==> config.mk <==
export PLATFORM = sky130hd
export DESIGN_NAME = thermo_gray_enc
export DESIGN_NICKNAME = d
export VERILOG_FILES = /design/src/rtl/thermo_gray_pkg.sv /design/src/rtl/tge_therm2gray.sv /design/src/rtl/tge_gray2bin.sv /design/src/rtl/tge_stage.sv /design/src/rtl/thermo_gray_enc.sv
export SDC_FILE = /design/constraint.sdc
export NUM_CORES = 1
export LEC_CHECK = 0
export BUFFER_PORTS_ARGS = -buffer_cell sky130_fd_sc_hd__buf_2
export CORE_AREA = 2 2 39 41
export DETAILED_ROUTE_END_ITERATION = 7
export DIE_AREA = 0 0 41 43
export SLEW_MARGIN = 20
export SYNTH_ARGS = -nofsm -noshare
export SYNTH_HDL_FRONTEND = slang
export SYNTH_SLANG_ARGS = --single-unit
==> constraint.sdc <==
create_clock -name clk -period 1.3 [get_ports clk]
set_clock_uncertainty 0.15 [all_clocks]
set_input_delay 0.065 -clock clk [delete_from_list [all_inputs] [get_ports clk]]
set_output_delay 0.065 -clock clk [all_outputs]
set_load 0.005 [all_outputs]
==> src/rtl/thermo_gray_pkg.sv <==
package thermo_gray_pkg;

  // Reflected binary code of a value.
  function automatic int unsigned bin2gray(input int unsigned v);
    return v ^ (v >> 1);
  endfunction

endpackage

==> src/rtl/tge_therm2gray.sv <==
// Maps a thermometer word onto a Gray word. Comparator n (1-based) feeds
// the Gray bit given by the number of trailing zeros of n, so each input
// has fan-out one.
module tge_therm2gray #(
  parameter int OUT_W = 3,
  localparam int THR_N = (1 << OUT_W) - 1
) (
  input  logic [THR_N-1:0] therm_i,
  output logic [OUT_W-1:0] gray_o
);

  for (genvar i = 0; i < OUT_W; i++) begin : g_bit
    if (i == OUT_W - 1) begin : g_msb
      assign gray_o[i] = therm_i[(1 << i) - 1];
    end else begin : g_pairs
      localparam int NPAIR = 1 << (OUT_W - 2 - i);
      logic [NPAIR-1:0] window;
      for (genvar k = 0; k < NPAIR; k++) begin : g_win
        // Rising edge of the window at comparator LO, falling at HI (1-based).
        localparam int LO = (1 << i) + k * (1 << (i + 2));
        localparam int HI = LO + (1 << (i + 1));
        assign window[k] = therm_i[LO-1] & ~therm_i[HI-1];
      end
      assign gray_o[i] = |window;
    end
  end

endmodule

==> src/rtl/tge_gray2bin.sv <==
// Gray to binary: each bit is the XOR of all Gray bits at or above it.
module tge_gray2bin #(
  parameter int OUT_W = 3
) (
  input  logic [OUT_W-1:0] gray_i,
  output logic [OUT_W-1:0] bin_o
);

  assign bin_o[OUT_W-1] = gray_i[OUT_W-1];
  for (genvar i = OUT_W - 2; i >= 0; i--) begin : g_chain
    assign bin_o[i] = bin_o[i+1] ^ gray_i[i];
  end

endmodule

==> src/rtl/tge_stage.sv <==
// One pipeline stage with synchronous clear; REG = 0 makes it a wire.
module tge_stage #(
  parameter int WIDTH = 1,
  parameter bit REG   = 1'b1
) (
  input  logic             clk,
  input  logic             rst,
  input  logic [WIDTH-1:0] d,
  output logic [WIDTH-1:0] q
);

  if (REG) begin : g_ff
    always_ff @(posedge clk) begin
      if (rst) q <= '0;
      else     q <= d;
    end
  end else begin : g_wire
    assign q = d;
  end

endmodule

==> src/rtl/thermo_gray_enc.sv <==
module thermo_gray_enc
  import thermo_gray_pkg::*;
#(
  parameter int OUT_W     = 3,
  parameter bit GRAY_PIPE = 1'b1,
  localparam int THR_N    = (1 << OUT_W) - 1
) (
  input  logic             clk,
  input  logic             rst,
  input  logic [THR_N-1:0] thermo_in,
  output logic [OUT_W-1:0] bin_out,
  output logic             out_valid
);

  localparam int HALF_N = 1 << (OUT_W - 1);
  localparam logic [THR_N-1:0] HALF_CODE = {{(THR_N - HALF_N){1'b0}}, {HALF_N{1'b1}}};
  localparam logic [OUT_W-1:0] HALF_GRAY = OUT_W'(bin2gray(HALF_N));

  logic [OUT_W-1:0] gray_c, gray_q, bin_c;
  logic             vld_q;

  tge_therm2gray #(.OUT_W(OUT_W)) u_t2g (
    .therm_i (thermo_in),
    .gray_o  (gray_c)
  );

  tge_stage #(.WIDTH(OUT_W), .REG(GRAY_PIPE)) u_gray_reg (
    .clk (clk), .rst (rst), .d (gray_c), .q (gray_q)
  );

  tge_stage #(.WIDTH(1), .REG(GRAY_PIPE)) u_vld_reg (
    .clk (clk), .rst (rst), .d (1'b1), .q (vld_q)
  );

  tge_gray2bin #(.OUT_W(OUT_W)) u_g2b (
    .gray_i (gray_q),
    .bin_o  (bin_c)
  );

  tge_stage #(.WIDTH(OUT_W), .REG(1'b1)) u_bin_reg (
    .clk (clk), .rst (rst), .d (bin_c), .q (bin_out)
  );

  tge_stage #(.WIDTH(1), .REG(1'b1)) u_out_vld (
    .clk (clk), .rst (rst), .d (vld_q), .q (out_valid)
  );

  // a reset edge clears the output word and the valid flag.
  p_reset_clears_r7: assert property (@(posedge clk)
    rst |=> (bin_out == '0 && !out_valid));

  // once valid, the flag holds until reset.
  p_valid_holds_r8: assert property (@(posedge clk) disable iff (rst)
    out_valid |=> out_valid);

  if (GRAY_PIPE) begin : g_pipe_chk
    // a one-bit input step moves the registered Gray word by at most one bit.
    p_gray_onebit_r5: assert property (@(posedge clk) disable iff (rst)
      (!$past(rst) && $countones(thermo_in ^ $past(thermo_in)) <= 1)
        |=> ($countones(gray_q ^ $past(gray_q)) <= 1));

    // lower half of comparators set gives a Gray word with the top two bits set.
    p_half_gray_r3: assert property (@(posedge clk) disable iff (rst)
      (thermo_in == HALF_CODE) |=> (gray_q == HALF_GRAY));

    // all ones reaches full scale two edges later.
    p_full_scale_r2: assert property (@(posedge clk) disable iff (rst)
      (thermo_in == '1) |=> ##1 (bin_out == '1));

    // all zeros reaches zero two edges later.
    p_zero_scale_r2: assert property (@(posedge clk) disable iff (rst)
      (thermo_in == '0) |=> ##1 (bin_out == '0));

    // the valid flag rises one edge after the first stage fills.
    p_valid_follow_r8: assert property (@(posedge clk) disable iff (rst)
      vld_q |=> out_valid);
  end

endmodule

==> metrics.txt, run 1 <==
pre-CTS WS=0.189 ns; Cell variety after synth=11; Mean Syn Cell Area=roughly 11 um^2; Slew headroom=86.5%; setup tns final=0 ns; Worst path max stage delay=0.53 ns; vias in the first global route=227; Max Cap Violations=0; Final Core Density=a little under a third; Final nets=55; gpl congestion=0.578; Pleak=0.198 nW; DR WL met2=213 um; fin area=427 um^2; top cell family by delay on the critical path=buffers and inverters; H-tree levels=1; largest net degree at the start of global routing=10; met3 wire length=61 um; first-pass GRT wire length=793 um; Post-Syn Instances=22; die width=41 um; Die Footprint=0.00176 mm^2; placed inst area=about 320 um^2; Met1 Wirelength=169 um; final slew viol count=0; worst-path cell chain=dlygate4sd3_1 > buf_2 > nor2b_1 > mux2_1; worst path buffer plus inverter count=2; Power Density=1180 mW/mm^2; core area=0.00138 mm^2; I/O pin count=13; fin crit period=1.15 ns; RSZ-0062 raised after global routing=no; Critical Path End Type=flop; top sig layer=met4; status=finished clean; Rows=14; Num CTS Buffers=3; Starting Density=between 10% and 20%; via/cell ratio=3.43; flop-to-flop setup slack=0.18 ns; yosys warns=0; Detailed Route Iter0 Violations=4; CP Launch Type=primary input; CTS root buf=clkbuf_4; Detail Route Antenna Nets=0; fin worst setup slack=0.145 ns; Clock Tree Buf Depth=2; Clock transition at path regs=0.05 ns; Slowest-stage cell, CP=dlygate4sd3_1; Ant. Diodes=0; DRT Pass-1 Iters=2; gr usage total=7.85%; DR DRC count=0; critical path fanouts, max=9; Die H=43 um; CTS Sinks=8; sequential area share after synthesis=63.7%; Wirelength per Cell=7.63 um; share of layout cells above drive strength 1=36.4%; HP Class=flop to flop; syn_nets=31; Post-Syn Area=251 um^2; critical path arrival=1.14 ns; Area growth syn-to-layout=69.7%; clk_lat worst skew=0.25 ns; via count=206; Final Setup Violations=0; peak supply drop=0.589 mV; Port-buffer cells=12; Seq cells post-synth=8; FMAX=866 MHz; global route total overflow=0; Slew @ Worst Pin=0.202 ns; Worst Path Required=1.28 ns; Resize count post-CTS=0; initial antenna violation count=0; Final period util=88.8%; drt total wl=458 um; CTS tree=built; total power=0.501 mW; CP Class=primary input to flop; Final Hold Vio Count=0
[area by class of cell]
cell class | instances | area [um^2]
inverter | 1 | 3.75
fill | 141 | 957
timing repair buffer | 20 | 140
tap | 16 | 20.0
sequential | 8 | 160
multi-input combinational | 12 | 80.1
clock buffer | 3 | 22.5
[where the power goes]
group	switching [mW]	internal, mW	total [mW]
clock network	0.0750	0.105	0.180
registers	0.00356	0.260	0.263
logic	0.0181	0.0398	0.0578
total	0.0967	0.405	0.501
[synth_stat cells]
cell type	instances	share of area, %
dfxtp_1	8	64
nor2b_1	3	7.5
nand2b_1	2	5.0
nor2_1	2	3.0
a21oi_1	1	2.0
buf_4	1	3.0
inv_1	1	1.5
mux2_1	1	4.5
nor2b_2	1	3.5
nor3b_1	1	3.0
xnor2_1	1	3.5
[final timing paths]
check	startpoint	endpoint	depth (start not counted)
max	rst	u_bin_reg.q[0]	4
min	u_vld_reg.q	u_out_vld.q	1
max reg2reg	u_gray_reg.q[2]	u_bin_reg.q[0]	2
min reg2reg	u_vld_reg.q	u_out_vld.q	1
[routing by layer]
layer	vias to the layer above	global-route usage (%)
met2	18	10.6
met4	0	8.00
met1	75	6.49
met3	2	6.28
li1	111	-
met5	-	0
[stage by stage]
stage               hold slack (ns)  cells
floorplan                  -0.00920     22
global placement             0.0806     49
detailed placement           0.0801     49
CTS                           0.287     60
global route                  0.321     60
finish                        0.282     60
[sequential cells by signal (all words and copies together), names as in the netlist]
| name | count |
|---|---|
| u_vld_reg.q | 1 |
| u_bin_reg.q | 3 |
| u_out_vld.q | 1 |
| u_gray_reg.q | 3 |
[layout by cell type (no fill, tap or decap)]
cell / n
nor2_1: 2
dfxtp_1: 8
dlygate4sd3_1: 8
nand2b_1: 2
inv_1: 1
buf_2: 12
xnor2_1: 1
a21oi_1: 1
nor2b_1: 3
clkbuf_4: 3
nor2b_2: 1
mux2_1: 1
nor3b_1: 1
[timing repair]
item                                   in CTS  in global routing
hold buffers                                8                  0
setup buffers                               0                  0
endpoints found under the hold margin       7                  0
[logic make-up after synthesis]
group / Yosys count / share of synthesized area (%)
AO/OA/AOI/OAI: 1 / 1.99
XOR/XNOR: 1 / 3.48
buffers and inverters: 2 / 4.48
flip-flops: 8 / 63.7
multiplexers: 1 / 4.48
AND/OR/NAND/NOR: 9 / 21.9
Note: power is estimated with default switching activity, not from simulation.
==> run 2: changes to the inputs <==
--- a/config.mk
+++ b/config.mk
@@ -5,6 +5,7 @@
 export SDC_FILE = /design/constraint.sdc
 export NUM_CORES = 1
 export LEC_CHECK = 0
+export ABC_AREA = 1
 export BUFFER_PORTS_ARGS = -buffer_cell sky130_fd_sc_hd__buf_2
 export CORE_AREA = 2 2 39 41
 export DETAILED_ROUTE_END_ITERATION = 7
==> metrics.txt, run 2 <==
status=finished clean; hold depth=2; via count=roughly 260; peak supply drop=0.591 mV; Hold Path End=u_out_vld.q; largest net degree at the start of global routing=7; Final period util=70.0%; FF-to-FF End=u_bin_reg.q[0]; I/O pin count=13; Largest regs=u_bin_reg.q (3), u_gray_reg.q (3); Resize count post-CTS=0; register area=160 um^2; Power Density=1140 mW/mm^2; Seq cells post-synth=8; Area growth syn-to-layout=70.2%; FMAX=1100 MHz; RSZ-0062 raised after global routing=no; sequential area share after synthesis=about three fifths; Yosys top cell area share=61.5%; Synth Area in Compound Gates=1.92%; die width=41 um; area of the multi-input gates=70.1 um^2; commonest non-fill, non-tap cell in the layout=buf_2; final slew viol count=0; Die H=43 um; syn_nets=43; share of layout cells above drive strength 1=31.6%; Reg2Reg Depth=5; largest area contributor in the netlist=dfxtp_1; most frequent cell after synthesis=nand2_1; total power=0.507 mW; Worst Path Required=~1.3 ns; critical path arrival=0.95 ns; gpl congestion=0.692; HP Class=flop to flop; HP Start=u_vld_reg.q; Slew headroom=91.6%; Synth Area in Adders=0%; dpl hpwl=307 um; CTS root buf=clkbuf_4; first-pass GRT wire length=814 um; Ant. Diodes=0; Final Setup Violations=0; Slew @ Worst Pin=0.126 ns; fin area=about 440 um^2; Clock transition at path regs=around 0.05 ns; Final Hold Vio Count=0; largest family of logic cells by synthesized area=simple AND/OR/NAND/NOR gates; setup tns final=0 ns; H-tree levels=1; Wirelength per Cell=between 7 and 8 um; Detail Route Antenna Nets=0; post-synthesis xor/xnor area fraction=0%; Port-buffer cells=12; flop-to-flop setup slack=roughly 0.41 ns; Cell variety after synth=7; number of synthesized flops with an enable pin=0; area share of and/or/nand/nor cells after synthesis=between 20 and 30%; clk_lat worst skew=0.25 ns; Clock Tree Buf Depth=2; hold-fix buffer count after cts=8; CP Class=primary input to flop; CTS Sinks=8; placed inst area=340 um^2; Num CTS Buffers=3; vias in the first global route=234; DR DRC count=0; CTS tree=built; Post-CTS Setup Bufs=0; Detailed Route Iter0 Violations=0; Mean Syn Cell Area=7.65 um^2; multiplexer share of the synthesized area=0%; worst r2r src=u_gray_reg.q[2]; Post-Syn Instances=34; most frequent cells after synthesis=nand2_1, dfxtp_1, nor2_1; DRT Pass-1 Iters=1; main flop type after synthesis=dfxtp_1; fill count=approximately 140; global route total overflow=0; CP Launch Type=primary input; via/cell ratio=3.59; initial antenna violation count=0; Starting Density=18.8%; Die Footprint=~0.0018 mm^2; critical path fanouts, max=6; number of cells after detailed placement=62; gr usage total=8.27%; Post-Syn Area=~260 um^2; Pleak=roughly 0.24 nW; commonest cells after routing, fill and taps aside=buf_2, nand2_1, dlygate4sd3_1, dfxtp_1, nor2_1; Finished Layout Cells=73; fin crit period=0.910 ns; Max Cap Violations=0; yosys warns=0; core area=between 0.001 and 0.0015 mm^2; Rows=14; Final nets=68; Async S/R FF share, synth=0%; Critical Path End Type=flop; Worst Setup SP=rst; drt total wl=512 um; largest cells by area after synthesis=dfxtp_1, nand2_1, nor2_1, inv_1, inv_2
-- run 2: final cells by class --
type                            count  share of cell area (%)
Timing Repair Buffer               20                    31.6
Multi-Input combinational cell     18                    15.8
Tap cell                           16                    4.52
Sequential cell                     8                    36.2
Clock buffer                        3                    5.08
Inverter                            8                    6.78
-- run 2: logic make-up (layout without fill, tap and decap cells) --
group                  count (synthesis)  count (layout)
buffers and inverters                  8              31
DFF                                    8               8
and+or+nand+nor                       17              17
AOI/OAI and AO/OA                      1               1
-- run 2: stage by stage --
stage / hold WS (ns) / setup WS, ns / util [%]
finish: 0.245 / 0.390 / 32.0
global route: 0.274 / 0.296 / 32.0
global placement: 0.0730 / 0.417 / 24.6
CTS: 0.249 / 0.394 / 32.0
detailed placement: 0.0779 / 0.402 / 24.6
floorplan: -0.0159 / 0.447 / -
-- run 2: worst max-delay path, stage by stage --
cell,delay [ns]
dlygate4sd3_1,0.53
buf_2,0.16
inv_2,0.07
nand2_1,0.04
nor2_1,0.08
-- run 2: how the worst max path moves through the flow --
stage	slack [ns]	end	cells after the start
after global routing	0.30	u_bin_reg.q[0]	5
final	0.39	u_gray_reg.q[1]	5
after CTS	0.39	u_gray_reg.q[1]	5
after global placement	0.42	u_bin_reg.q[0]	5
after detailed placement	0.40	u_bin_reg.q[0]	5
after floorplan	0.45	u_bin_reg.q[0]	5
-- run 2: routing by layer --
metal	wire length (um)	share of wire, %	GRT usage (%)	vias to the layer above
li1	-	-	-	144
met2	236	46	11.3	16
met3	77	15	9.42	5
met4	15	2.9	6.00	0
met5	0	0	0	-
met1	182	36	6.21	97
-- run 2: power breakdown --
part           internal [mW]  switching, mW  total [mW]
registers              0.259        0.00431       0.264
logic                 0.0373         0.0240      0.0613
clock network          0.105         0.0766       0.182
